**src/rtl/hdb3vm_pkg.sv**
```systemverilog
package hdb3vm_pkg;
   localparam int SYM_W = 2;
   typedef enum logic [SYM_W-1:0] {
      SYM_ZERO = 2'b00,
      SYM_ONE  = 2'b01,
      SYM_VIOL = 2'b11
   } sym_e;
endpackage

```
**src/rtl/hdb3vm_zrun.sv**
```systemverilog
// Zero-run tracker: flags the input zero that completes a group of RUN_LEN.
module hdb3vm_zrun #(
   parameter int RUN_LEN    = 4,
   parameter bit CNT_ONEHOT = 1'b0
) (
   input  logic clk,
   input  logic rst,
   input  logic in_vld,
   input  logic in_bit,
   output logic run_hit
);
   localparam int CW = (RUN_LEN > 2) ? $clog2(RUN_LEN) : 1;

   logic zero_in;
   assign zero_in = in_vld & ~in_bit;

   generate
      if (CNT_ONEHOT) begin : g_onehot
         logic [RUN_LEN-1:0] pos_q;
         assign run_hit = zero_in & pos_q[RUN_LEN-1];
         always_ff @(posedge clk) begin
            if (rst) begin
               pos_q <= {{(RUN_LEN-1){1'b0}}, 1'b1};
            end else if (in_vld) begin
               if (in_bit || pos_q[RUN_LEN-1])
                  pos_q <= {{(RUN_LEN-1){1'b0}}, 1'b1};
               else
                  pos_q <= {pos_q[RUN_LEN-2:0], 1'b0};
            end
         end
      end else begin : g_binary
         logic [CW-1:0] cnt_q;
         assign run_hit = zero_in & (cnt_q == CW'(RUN_LEN-1));
         always_ff @(posedge clk) begin
            if (rst) begin
               cnt_q <= '0;
            end else if (in_vld) begin
               if (in_bit || run_hit)
                  cnt_q <= '0;
               else
                  cnt_q <= cnt_q + CW'(1);
            end
         end
      end
   endgenerate
endmodule

```
**src/rtl/hdb3vm_map.sv**
```systemverilog
// Symbol selection for the current input bit.
module hdb3vm_map
   import hdb3vm_pkg::*;
(
   input  logic             in_vld,
   input  logic             in_bit,
   input  logic             run_hit,
   output logic [SYM_W-1:0] sym_nxt
);
   always_comb begin
      if (!in_vld)      sym_nxt = SYM_ZERO;
      else if (in_bit)  sym_nxt = SYM_ONE;
      else if (run_hit) sym_nxt = SYM_VIOL;
      else              sym_nxt = SYM_ZERO;
   end
endmodule

```
**src/rtl/hdb3vm_oreg.sv**
```systemverilog
// Single output register stage.
module hdb3vm_oreg
   import hdb3vm_pkg::*;
(
   input  logic             clk,
   input  logic             rst,
   input  logic             vld_nxt,
   input  logic [SYM_W-1:0] sym_nxt,
   output logic             vld_q,
   output logic [SYM_W-1:0] sym_q
);
   always_ff @(posedge clk) begin
      if (rst) begin
         vld_q <= 1'b0;
         sym_q <= SYM_ZERO;
      end else begin
         vld_q <= vld_nxt;
         sym_q <= sym_nxt;
      end
   end
endmodule

```
**src/rtl/hdb3_vmark.sv**
```systemverilog
module hdb3_vmark #(
   parameter int RUN_LEN    = 4,
   parameter bit CNT_ONEHOT = 1'b0
) (
   input  logic       clk,
   input  logic       rst,
   input  logic       in_vld,
   input  logic       in_bit,
   output logic       out_vld,
   output logic [1:0] out_sym
);
   initial begin
      assert (RUN_LEN >= 2) else $error("hdb3_vmark: RUN_LEN must be at least 2");
      assert (hdb3vm_pkg::SYM_W == 2) else $error("hdb3_vmark: symbol width must be 2");
   end

   logic       run_hit;
   logic [1:0] sym_nxt;

   hdb3vm_zrun #(.RUN_LEN(RUN_LEN), .CNT_ONEHOT(CNT_ONEHOT)) u_zrun (
      .clk(clk), .rst(rst), .in_vld(in_vld), .in_bit(in_bit), .run_hit(run_hit)
   );

   hdb3vm_map u_map (
      .in_vld(in_vld), .in_bit(in_bit), .run_hit(run_hit), .sym_nxt(sym_nxt)
   );

   hdb3vm_oreg u_oreg (
      .clk(clk), .rst(rst), .vld_nxt(in_vld), .sym_nxt(sym_nxt),
      .vld_q(out_vld), .sym_q(out_sym)
   );
endmodule

```
**config.mk**
```make
export PLATFORM = sky130hd
export DESIGN_NAME = hdb3_vmark
export DESIGN_NICKNAME = d
export VERILOG_FILES = /design/src/rtl/hdb3vm_pkg.sv /design/src/rtl/hdb3vm_zrun.sv /design/src/rtl/hdb3vm_map.sv /design/src/rtl/hdb3vm_oreg.sv /design/src/rtl/hdb3_vmark.sv
export SDC_FILE = /design/constraint.sdc
export NUM_CORES = 1
export LEC_CHECK = 0
export ABC_AREA = 1
export ABC_CLOCK_PERIOD_IN_PS = 3140
export CAP_MARGIN = 20
export CELL_PAD_IN_SITES_DETAIL_PLACEMENT = 0
export CELL_PAD_IN_SITES_GLOBAL_PLACEMENT = 1
export CORE_AREA = 2 2 39 41
export CTS_BUF_LIST = sky130_fd_sc_hd__clkbuf_16
export CTS_CLUSTER_SIZE = 8
export DETAILED_ROUTE_END_ITERATION = 10
export DIE_AREA = 0 0 41 43
export PLACE_DENSITY_LB_ADDON = 0.1
export SETUP_SLACK_MARGIN = 0.05
export SLEW_MARGIN = 20
export SYNTH_ARGS = -nofsm -noshare
export SYNTH_HDL_FRONTEND = slang
export SYNTH_SLANG_ARGS = --single-unit
```
**constraint.sdc**
```tcl
create_clock -name clk -period 3.14 [get_ports clk]
set_clock_uncertainty 0.2 [all_clocks]
set_input_delay 0.628 -clock clk [delete_from_list [all_inputs] [get_ports clk]]
set_output_delay 0.628 -clock clk [all_outputs]
set_load 0.05 [all_outputs]
```
==> impl_metrics.py, run 1 <==
metrics = {
    "global_route": {
        "grtUsageTotal_pct": 6.73,
        "grt_pass1_wl_um": 669,
        "grt_max_degree": 5,
        "grt_pass1_vias": 163,
        "grt_util_met2_pct": 7.50,
        "gr-usage-met1_pct": 7.07,
        "busiest_layer": "met3",
        "grt_use_met3_pct": 7.85,
        "grt_antenna_before_repair": 0,
        "gr-total-overflow": 0,
    },
    "placed_design": {
        "gp_congestion": 0.678,
        "dpl.hpwl_um": 289,
        "port_buffers": 6,
    },
    "sta": {
        "fmax_ghz": 0.467,
        "fin_crit_ns": 2.14,
        "rsz0062_at_grt": "false",
        "tightestPinTransition_ns": 0.491,
        "fin_crit_sh_pct": 68.2,
        "setup_violations": 0,
        "maxSlewViolCount": 0,
        "setup_tns_ns": 0,
        "slew_headroom_pct": 67.2,
        "finalHoldViolCount": 0,
    },
    "worst_hold_path": {
        "hold_depth": 2,
        "min_from": "u_zrun.g_binary.cnt_q[1]$_SDFFE_PP0P_",
        "min_to": "u_zrun.g_binary.cnt_q[1]$_SDFFE_PP0P_",
        "hold_path.class": "reg -> reg",
    },
    "clocking": {
        "clockRootBuffer": "clkbuf_16",
        "cts_max_path_buffers": 2,
        "post_cts_buffers": 0,
        "cts_buffers": 3,
        "ctsResizeCount": 0,
        "clk_pin_slew_ns": 0.03,
        "h-tree-depth": 1,
        "cts_sinks": 5,
        "cts_tree": "done",
        "clkLatencyLatePin_ns": 0.23,
        "hold_buffers": 0,
    },
    "die": {
        "dieArea_um2": 1760,
        "start_util_pct": 13.7,
        "fp.dieW_um": 41,
        "io_pins": 7,
        "core.rowCount": 14,
        "fp.dieH_um": 43,
        "core_um2": 1380,
    },
    "synthesis": {
        "synth_top_area_share_pct": 53.0,
        "netlist-cell-type-count": 12,
        "synth-seq-cells": 5,
        "ys_seq_area_share_pct": 53.0,
        "synth_area_um2": 189,
        "yosysTopAreaCell": "dfxtp_1",
        "synthesis.instances": 21,
        "syn-num-nets": 26,
        "synthTopCellsByArea": "dfxtp_1, ha_1, a21boi_2",
        "syn_area_per_cell_um2": 9.00,
        "ys_warn_count": 0,
    },
    "worst_setup_path": {
        "path_class": "reg -> out",
        "worstPathMaxFanout": 1,
        "end_kind": "output port",
        "critical_path_arrival_ns": 1.31,
        "slowest_delay_ns": 0.79,
        "cp_slowest_cell": "clkdlybuf4s50_1",
        "rr_worst_depth": 5,
        "crit_family": "buffers and inverters",
        "r2r-end": "u_zrun.g_binary.cnt_q[1]$_SDFFE_PP0P_",
        "cp_data_required_time_ns": 2.31,
        "crit_chain": "clkdlybuf4s50_1",
        "startpoint_type": "flip-flop",
        "cp_num_buf_inv": 1,
        "r2r-start": "u_zrun.g_binary.cnt_q[0]$_SDFFE_PP0P_",
        "crit_cells": 1,
        "r2r_slack_ns": 1.99,
    },
    "run": {
        "cap_violations": 0,
    },
    "route": {
        "wl_per_cell_um": 8.15,
        "dr_total_vias": 165,
        "drt_iter0_drc": 1,
        "drt-total-wl_um": 383,
        "postRouteAntennaNets": 0,
        "drc": 0,
        "drt-pass1-iter-count": 2,
        "viasPerCell": 3.51,
    },
    "cells_and_area": {
        "synthToLayoutAreaGrowth_pct": 84.1,
        "fillCellCount": 148,
        "fin_nets": 37,
        "num_antenna_cells": 0,
        "drive_above_1_share_pct": 19.4,
    },
    "pwr": {
        "total_power_w": 0.000290,
        "leakagePower_nw": 0.145,
        "power_density_nw_per_um2": 834,
        "peakVddDrop_mv": 0.312,
    },
    "status": {
        "status": "complete, no violations",
    },
}
==> where the power goes <==
| part | total (W) | internal [W] | leakage (nW) | switching (W) |
|---|---|---|---|---|
| clock network | 0.000204 | 0.000165 | 0.0423 | 0.0000396 |
| registers | 0.0000675 | 0.0000665 | 0.0410 | 0.00000102 |
| logic | 0.0000182 | 0.00000818 | 0.0617 | 0.0000101 |
==> Yosys cell counts, drive strengths merged <==
library cell  instances
dfxtp                 5
inv                   3
nand2                 3
a21oi                 2
nand3                 2
a21boi                1
clkinv                1
ha                    1
nor2                  1
nor3                  1
o21bai                1
==> worst register-to-register path, cell delays in order, from the launching register on <==
cell and delay (ns):
dfxtp_1 0.31, ha_1 0.29, nand2_1 0.07, clkinv_1 0.05, nand3_1 0.06, a21oi_1 0.06
==> cell type report <==
class	count	area, um^2	share of cell area (%)
Clock inverter	1	3.75	1.08
Clock buffer	3	75.1	21.6
Tap cell	16	20.0	5.76
Timing Repair Buffer	6	60.1	17.3
Inverter	4	15.0	4.32
Multi-Input combinational cell	12	73.8	21.2
Sequential cell	5	100	28.8
==> cells in the final DEF (no fill, tap or decap) <==
master           instances
a21boi_2                 1
a21oi_1                  2
clkbuf_16                3
clkdlybuf4s50_1          6
clkinv_1                 1
dfxtp_1                  5
ha_1                     1
inv_1                    3
inv_2                    1
nand2_1                  3
nand3_1                  2
nor2_2                   1
nor3_1                   1
o21bai_1                 1
==> how the worst max path moves through the flow <==
stage                                    start         end  slack [ns]
floorplan           u_oreg.sym_q[0]$_SDFF_PP0_  out_sym[0]        1.72
global route           u_oreg.vld_q$_SDFF_PP0_     out_vld        0.95
detailed placement     u_oreg.vld_q$_SDFF_PP0_     out_vld        1.23
finish                 u_oreg.vld_q$_SDFF_PP0_     out_vld         1.0
CTS                    u_oreg.vld_q$_SDFF_PP0_     out_vld        0.99
global placement       u_oreg.vld_q$_SDFF_PP0_     out_vld        1.24
==> sequential cells by signal, summed over array words and instances, names as in the netlist <==
signal and cells:
u_oreg.sym_q 2, u_zrun.g_binary.cnt_q 2, u_oreg.vld_q 1
==> cells by family after synthesis <==
kind of cell	Yosys count	share of synthesized area, %
fa+ha+maj	1	6.62
flops	5	53.0
simple gates	7	17.2
compound gates	4	15.2
buf+inv	4	7.94
==> per-stage QoR <==
stage | hold slack, ns | util, % | cell area [um^2] | std cells | worst slack, ns
floorplan | 0.241 | - | 189 | 21 | 1.72
global placement | 0.262 | 19.4 | 269 | 43 | 1.24
detailed placement | 0.270 | 19.4 | 269 | 43 | 1.23
CTS | 0.274 | 25.1 | 348 | 47 | 0.989
global route | 0.310 | 25.1 | 348 | 47 | 0.953
finish | 0.268 | 25.1 | 348 | 47 | 0.999
==> per-layer routing <==
| metal | up-vias | routed length [um] |
|---|---|---|
| met5 | - | 0 |
| met4 | 0 | 0 |
| met3 | 0 | 51 |
| met2 | 7 | 173 |
| met1 | 72 | 157 |
| li1 | 86 | - |
Note: power is estimated with default switching activity, not from simulation.
==> run 2, diff against run 1 <==
Settings changed: ABC_CLOCK_PERIOD_IN_PS 3140 to 1700.
Clock period 3.14 ns to 1.7 ns, I/O delays scaled along.
==> impl_metrics.py, run 2 (synthesis gave the netlist of run 1 again) <==
metrics = {
    "route": {
        "wl_per_cell_um": 8.66,
        "drt_iter0_drc": 3,
        "viasPerCell": 3.68,
        "drc": 0,
        "postRouteAntennaNets": 0,
        "drt-pass1-iter-count": 2,
        "dr_total_vias": 173,
        "drt-total-wl_um": 407,
    },
    "clocking": {
        "clk_pin_slew_ns": 0.03,
        "cts_buffers": 3,
        "cts_tree": "done",
        "cts_max_path_buffers": 2,
        "h-tree-depth": 1,
        "clkLatencyLatePin_ns": 0.22,
        "post_cts_buffers": 0,
        "cts_sinks": 5,
        "ctsResizeCount": 0,
        "clockRootBuffer": "clkbuf_16",
        "hold_buffers": 0,
    },
    "worst_hold_path": {
        "hold_depth": 2,
        "min_from": "u_zrun.g_binary.cnt_q[1]$_SDFFE_PP0P_",
        "hold_path.class": "reg -> reg",
        "min_to": "u_zrun.g_binary.cnt_q[1]$_SDFFE_PP0P_",
    },
    "pwr": {
        "power_density_nw_per_um2": 1420,
        "leakagePower_nw": 0.160,
        "peakVddDrop_mv": 0.860,
        "clkPwrFrac_pct": 69.4,
        "p_sw_share_pct": 17.0,
        "internal_power_w": 0.000446,
        "power_frac_comb_pct": 7.2,
        "sequentialPowerShare_pct": 23.5,
        "total_power_w": 0.000538,
        "netSwitchingPower_w": 0.0000915,
    },
    "sta": {
        "setup_violations": 0,
        "fin_crit_sh_pct": 76.5,
        "finalHoldViolCount": 0,
        "slew_headroom_pct": 88.1,
        "setup_tns_ns": 0,
        "fmax_ghz": 0.769,
        "rsz0062_at_grt": "false",
        "setup_ws_ns": 0.399,
        "timing.hold.ws_ns": 0.279,
        "fin_crit_ns": 1.30,
        "maxSlewViolCount": 0,
        "tightestPinTransition_ns": 0.178,
    },
    "global_route": {
        "grt_max_degree": 5,
        "grt_pass1_wl_um": 662,
        "grt_antenna_before_repair": 0,
        "gr-total-overflow": 0,
        "grt_pass1_vias": 161,
        "grtUsageTotal_pct": 6.34,
    },
    "die": {
        "core.rowCount": 14,
        "fp.dieW_um": 41,
        "dieArea_um2": 1760,
        "core_um2": 1380,
        "start_util_pct": 13.7,
        "fp.dieH_um": 43,
        "io_pins": 7,
    },
    "worst_setup_path": {
        "crit_start": "in_vld",
        "r2r-start": "u_zrun.g_binary.cnt_q[0]$_SDFFE_PP0P_",
        "cp_slowest_cell": "clkdlybuf4s50_1",
        "cp_data_required_time_ns": 1.61,
        "r2r-end": "u_zrun.g_binary.cnt_q[1]$_SDFFE_PP0P_",
        "rr_worst_depth": 5,
        "path_class": "in -> reg",
        "startpoint_type": "input pin",
        "crit_chain": "clkdlybuf4s50_1 -> nand2_1 -> nand3_1 -> a21oi_1",
        "slowest_delay_ns": 0.54,
        "worstPathMaxFanout": 4,
        "critical_path_arrival_ns": 1.21,
        "r2r_slack_ns": 0.54,
        "end_kind": "flip-flop",
    },
    "cells_and_area": {
        "fillCellCount": 142,
        "num_antenna_cells": 0,
        "fin_nets": 37,
        "drive_above_1_share_pct": 29.0,
        "synthToLayoutAreaGrowth_pct": 100,
        "final_common_cell": "dfxtp_1",
        "fin_area_um2": 378,
        "reg.largest.list": "u_oreg.sym_q (2), u_zrun.g_binary.cnt_q (2), u_oreg.vld_q (1)",
    },
    "run": {
        "cap_violations": 0,
    },
    "placed_design": {
        "port_buffers": 6,
        "dpl.hpwl_um": 322,
        "dpl_cell_area_um2": 299,
        "post-place-ws_ns": 0.164,
        "gp_congestion": 0.672,
    },
    "status": {
        "status": "complete, no violations",
    },
}
-- run 2: critical path: cells and delay by family --
kind / cells / cell delay, ns
buf+inv: 1 / 0.54
simple gates: 2 / 0.28
compound gates: 1 / 0.06
-- run 2: worst max path at each step --
stage,end,cells past startpoint
2_1_floorplan,out_sym[0],0
3_3_place_gp,u_zrun.g_binary.cnt_q[1]$_SDFFE_PP0P_,4
3_5_place_dp,u_zrun.g_binary.cnt_q[1]$_SDFFE_PP0P_,4
4_1_cts,u_zrun.g_binary.cnt_q[1]$_SDFFE_PP0P_,4
5_1_grt,u_zrun.g_binary.cnt_q[1]$_SDFFE_PP0P_,4
6_report,u_zrun.g_binary.cnt_q[1]$_SDFFE_PP0P_,4
-- run 2: area by class of cell --
type | count | area, um^2 | share of cell area (%)
clock buffers | 3 | 75.1 | 19.9
inverters | 4 | 15.0 | 3.97
well taps | 16 | 20.0 | 5.30
multi-input cells | 12 | 73.8 | 19.5
clock inverters | 1 | 3.75 | 0.993
flip-flops and latches | 5 | 100 | 26.5
repair buffers | 6 | 90.1 | 23.8
-- run 2: layer usage --
metal  routed length [um]  share of wire, %  vias up  track usage, %
met2                  211                52        7            8.44
met1                  150                37       77            5.50
met3                   45                11        0            6.81
met5                    0                 0        -               0
met4                    0                 0        0            4.00
li1                     -                 -       89               -
-- run 2: power by group through the flow --
stage / clock, W / sequential, W / combinational (W)
finish: 0.000373 / 0.000126 / 0.0000386
global route: 0.000393 / 0.000126 / 0.0000412
floorplan: 0 / 0.000134 / 0.0000106
detailed placement: 0 / 0.000128 / 0.0000389
CTS: 0.000382 / 0.000126 / 0.0000390
global placement: 0 / 0.000127 / 0.0000385
-- run 2: metrics by stage --
| stage | utilization [%] | instances |
|---|---|---|
| global placement | 21.6 | 43 |
| detailed placement | 21.6 | 43 |
| global route | 27.3 | 47 |
| CTS | 27.3 | 47 |
| floorplan | - | 21 |
| finish | 27.3 | 47 |
==> run 3, diff against run 2 <==
Settings changed: ABC_CLOCK_PERIOD_IN_PS 1700 to 1300.
Clock period 1.7 ns to 1.3 ns, I/O delays scaled along.
==> impl_metrics.py, run 3 (synthesis gave the netlist of run 1 again) <==
metrics = {
    "status": {
        "status": "complete, no violations",
    },
    "cells_and_area": {
        "num_antenna_cells": 0,
        "fin_area_um2": 388,
        "final_common_cell": "dfxtp_1",
        "fin_nets": 38,
        "mostFrequentLayoutCells": "dfxtp_1, nand2_1, inv_1, clkbuf_16, buf_12",
        "synthToLayoutAreaGrowth_pct": 105,
        "drive_above_1_share_pct": 31.3,
        "fin_cells": 48,
        "reg.largest.list": "u_oreg.sym_q (2), u_zrun.g_binary.cnt_q (2), u_oreg.vld_q (1)",
    },
    "route": {
        "wl_per_cell_um": 7.50,
        "drt-total-wl_um": 360,
        "dr_total_vias": 168,
        "viasPerCell": 3.50,
        "drt_iter0_drc": 1,
        "drc": 0,
        "drt-pass1-iter-count": 4,
        "postRouteAntennaNets": 0,
    },
    "sta": {
        "rsz0062_at_grt": "false",
        "fmax_ghz": 0.850,
        "tightestPinTransition_ns": 0.162,
        "maxSlewViolCount": 0,
        "slew_headroom_pct": 89.2,
        "fin_crit_sh_pct": 90.5,
        "setup_violations": 0,
        "timing.hold.ws_ns": 0.195,
        "fin_crit_ns": 1.18,
        "finalHoldViolCount": 0,
    },
    "die": {
        "io_pins": 7,
        "fp.dieW_um": 41,
        "start_util_pct": 13.7,
        "core.rowCount": 14,
        "fp.dieH_um": 43,
        "dieArea_um2": 1760,
        "core_um2": 1380,
    },
    "global_route": {
        "grtUsageTotal_pct": 5.64,
        "grt_max_degree": 5,
        "grt_antenna_before_repair": 0,
        "grt_pass1_vias": 149,
        "grt_pass1_wl_um": 614,
        "gr-total-overflow": 0,
    },
    "run": {
        "cap_violations": 0,
    },
    "placed_design": {
        "port_buffers": 6,
        "dpl_cell_area_um2": 307,
        "dpl.hpwl_um": 278,
        "gp_congestion": 0.692,
        "dp_cells": 44,
    },
    "pwr": {
        "netSwitchingPower_w": 0.000124,
        "sequentialPowerShare_pct": 23.2,
        "clkPwrFrac_pct": 69.5,
        "peakVddDrop_mv": 1.12,
        "internal_power_w": 0.000586,
        "power_frac_comb_pct": 7.3,
        "power_density_nw_per_um2": 1830,
        "leakagePower_nw": 0.174,
        "total_power_w": 0.000710,
        "p_sw_share_pct": 17.5,
    },
    "worst_hold_path": {
        "hold_path.class": "in -> reg",
    },
    "clocking": {
        "hold_buffers": 0,
        "clockRootBuffer": "clkbuf_16",
        "h-tree-depth": 1,
        "cts_buffers": 3,
        "clk_pin_slew_ns": 0.03,
        "clkLatencyLatePin_ns": 0.22,
        "cts_sinks": 5,
        "cts_max_path_buffers": 2,
        "cts_tree": "done",
    },
    "worst_setup_path": {
        "critical_path_arrival_ns": 0.72,
        "startpoint_type": "flip-flop",
        "crit_start": "u_oreg.sym_q[0]$_SDFF_PP0_",
        "r2r-end": "u_zrun.g_binary.cnt_q[1]$_SDFFE_PP0P_",
        "crit_family": "flip-flops",
        "end_kind": "output port",
        "slowest_delay_ns": 0.35,
        "r2r_slack_ns": 0.16,
        "critPathCapture": "out_sym[0]",
        "cp_data_required_time_ns": 0.84,
        "crit_chain": "buf_12",
        "path_class": "reg -> out",
        "r2r-start": "u_zrun.g_binary.cnt_q[0]$_SDFFE_PP0P_",
        "worstPathMaxFanout": 1,
        "cp_num_buf_inv": 1,
        "rr_worst_depth": 5,
        "cp_slowest_cell": "dfxtp_1",
        "crit_cells": 1,
    },
}
## run 3: cell count changes in the layout (fill, tap and decap cells not counted), sizes merged
cell / delta
dlymetal6s2s: +1
buf: +1
clkdlybuf4s50: -1
## run 3: layout make-up
| cell class | instances | area [um^2] |
|---|---|---|
| Sequential cell | 5 | 100 |
| Multi-Input combinational cell | 12 | 73.8 |
| Inverter | 4 | 15.0 |
| Clock buffer | 3 | 75.1 |
| Fill cell | 140 | 996 |
| Tap cell | 16 | 20.0 |
| Timing Repair Buffer | 7 | 100 |
| Clock inverter | 1 | 3.75 |
## run 3: metrics by stage
stage / worst slack (ns) / setup TNS, ns / utilization [%]
after floorplan: 0.205 / 0 / -
after global placement: -0.120 / -0.482 / 22.2
after detailed placement: -0.131 / -0.425 / 22.2
after CTS: 0.0987 / 0 / 27.8
after global routing: 0.0781 / 0 / 28.0
final: 0.123 / 0 / 28.0
## run 3: layer usage
metal | GRT usage [%] | vias up | part of all wire [%]
li1 | - | 90 | -
met1 | 6.82 | 73 | 49
met2 | 6.25 | 5 | 44
met3 | 6.28 | 0 | 6.4
met4 | 2.00 | 0 | 0
met5 | 0 | - | 0
## run 3: power by group through the flow
stage	registers, W	clock network (W)	logic [W]
after floorplan	0.000175	0	0.0000139
after global placement	0.000167	0	0.0000531
after detailed placement	0.000167	0	0.0000525
after CTS	0.000165	0.000505	0.0000528
after global routing	0.000165	0.000512	0.0000573
final	0.000165	0.000493	0.0000517
## run 3: worst min path at each step
stage	from	end	cells past startpoint
2_1_floorplan	rst	u_zrun.g_binary.cnt_q[1]$_SDFFE_PP0P_	1
3_3_place_gp	u_zrun.g_binary.cnt_q[1]$_SDFFE_PP0P_	u_zrun.g_binary.cnt_q[1]$_SDFFE_PP0P_	2
3_5_place_dp	u_zrun.g_binary.cnt_q[1]$_SDFFE_PP0P_	u_zrun.g_binary.cnt_q[1]$_SDFFE_PP0P_	2
4_1_cts	u_zrun.g_binary.cnt_q[1]$_SDFFE_PP0P_	u_zrun.g_binary.cnt_q[1]$_SDFFE_PP0P_	2
5_1_grt	in_vld	u_zrun.g_binary.cnt_q[0]$_SDFFE_PP0P_	3
6_report	in_vld	u_zrun.g_binary.cnt_q[0]$_SDFFE_PP0P_	3
## run 3: timing repair
| action | in CTS | in global routing |
|---|---|---|
| setup endpoints to repair | 0 | 3 |
| resized for setup | 0 | 1 |
| buffers inserted | 0 | 0 |
## run 3: worst min-delay path, delay by kind of cell
kind	cells	cell delay [ns]
buf+inv	1	0.16
simple gates	1	0.09
compound gates	1	0.06
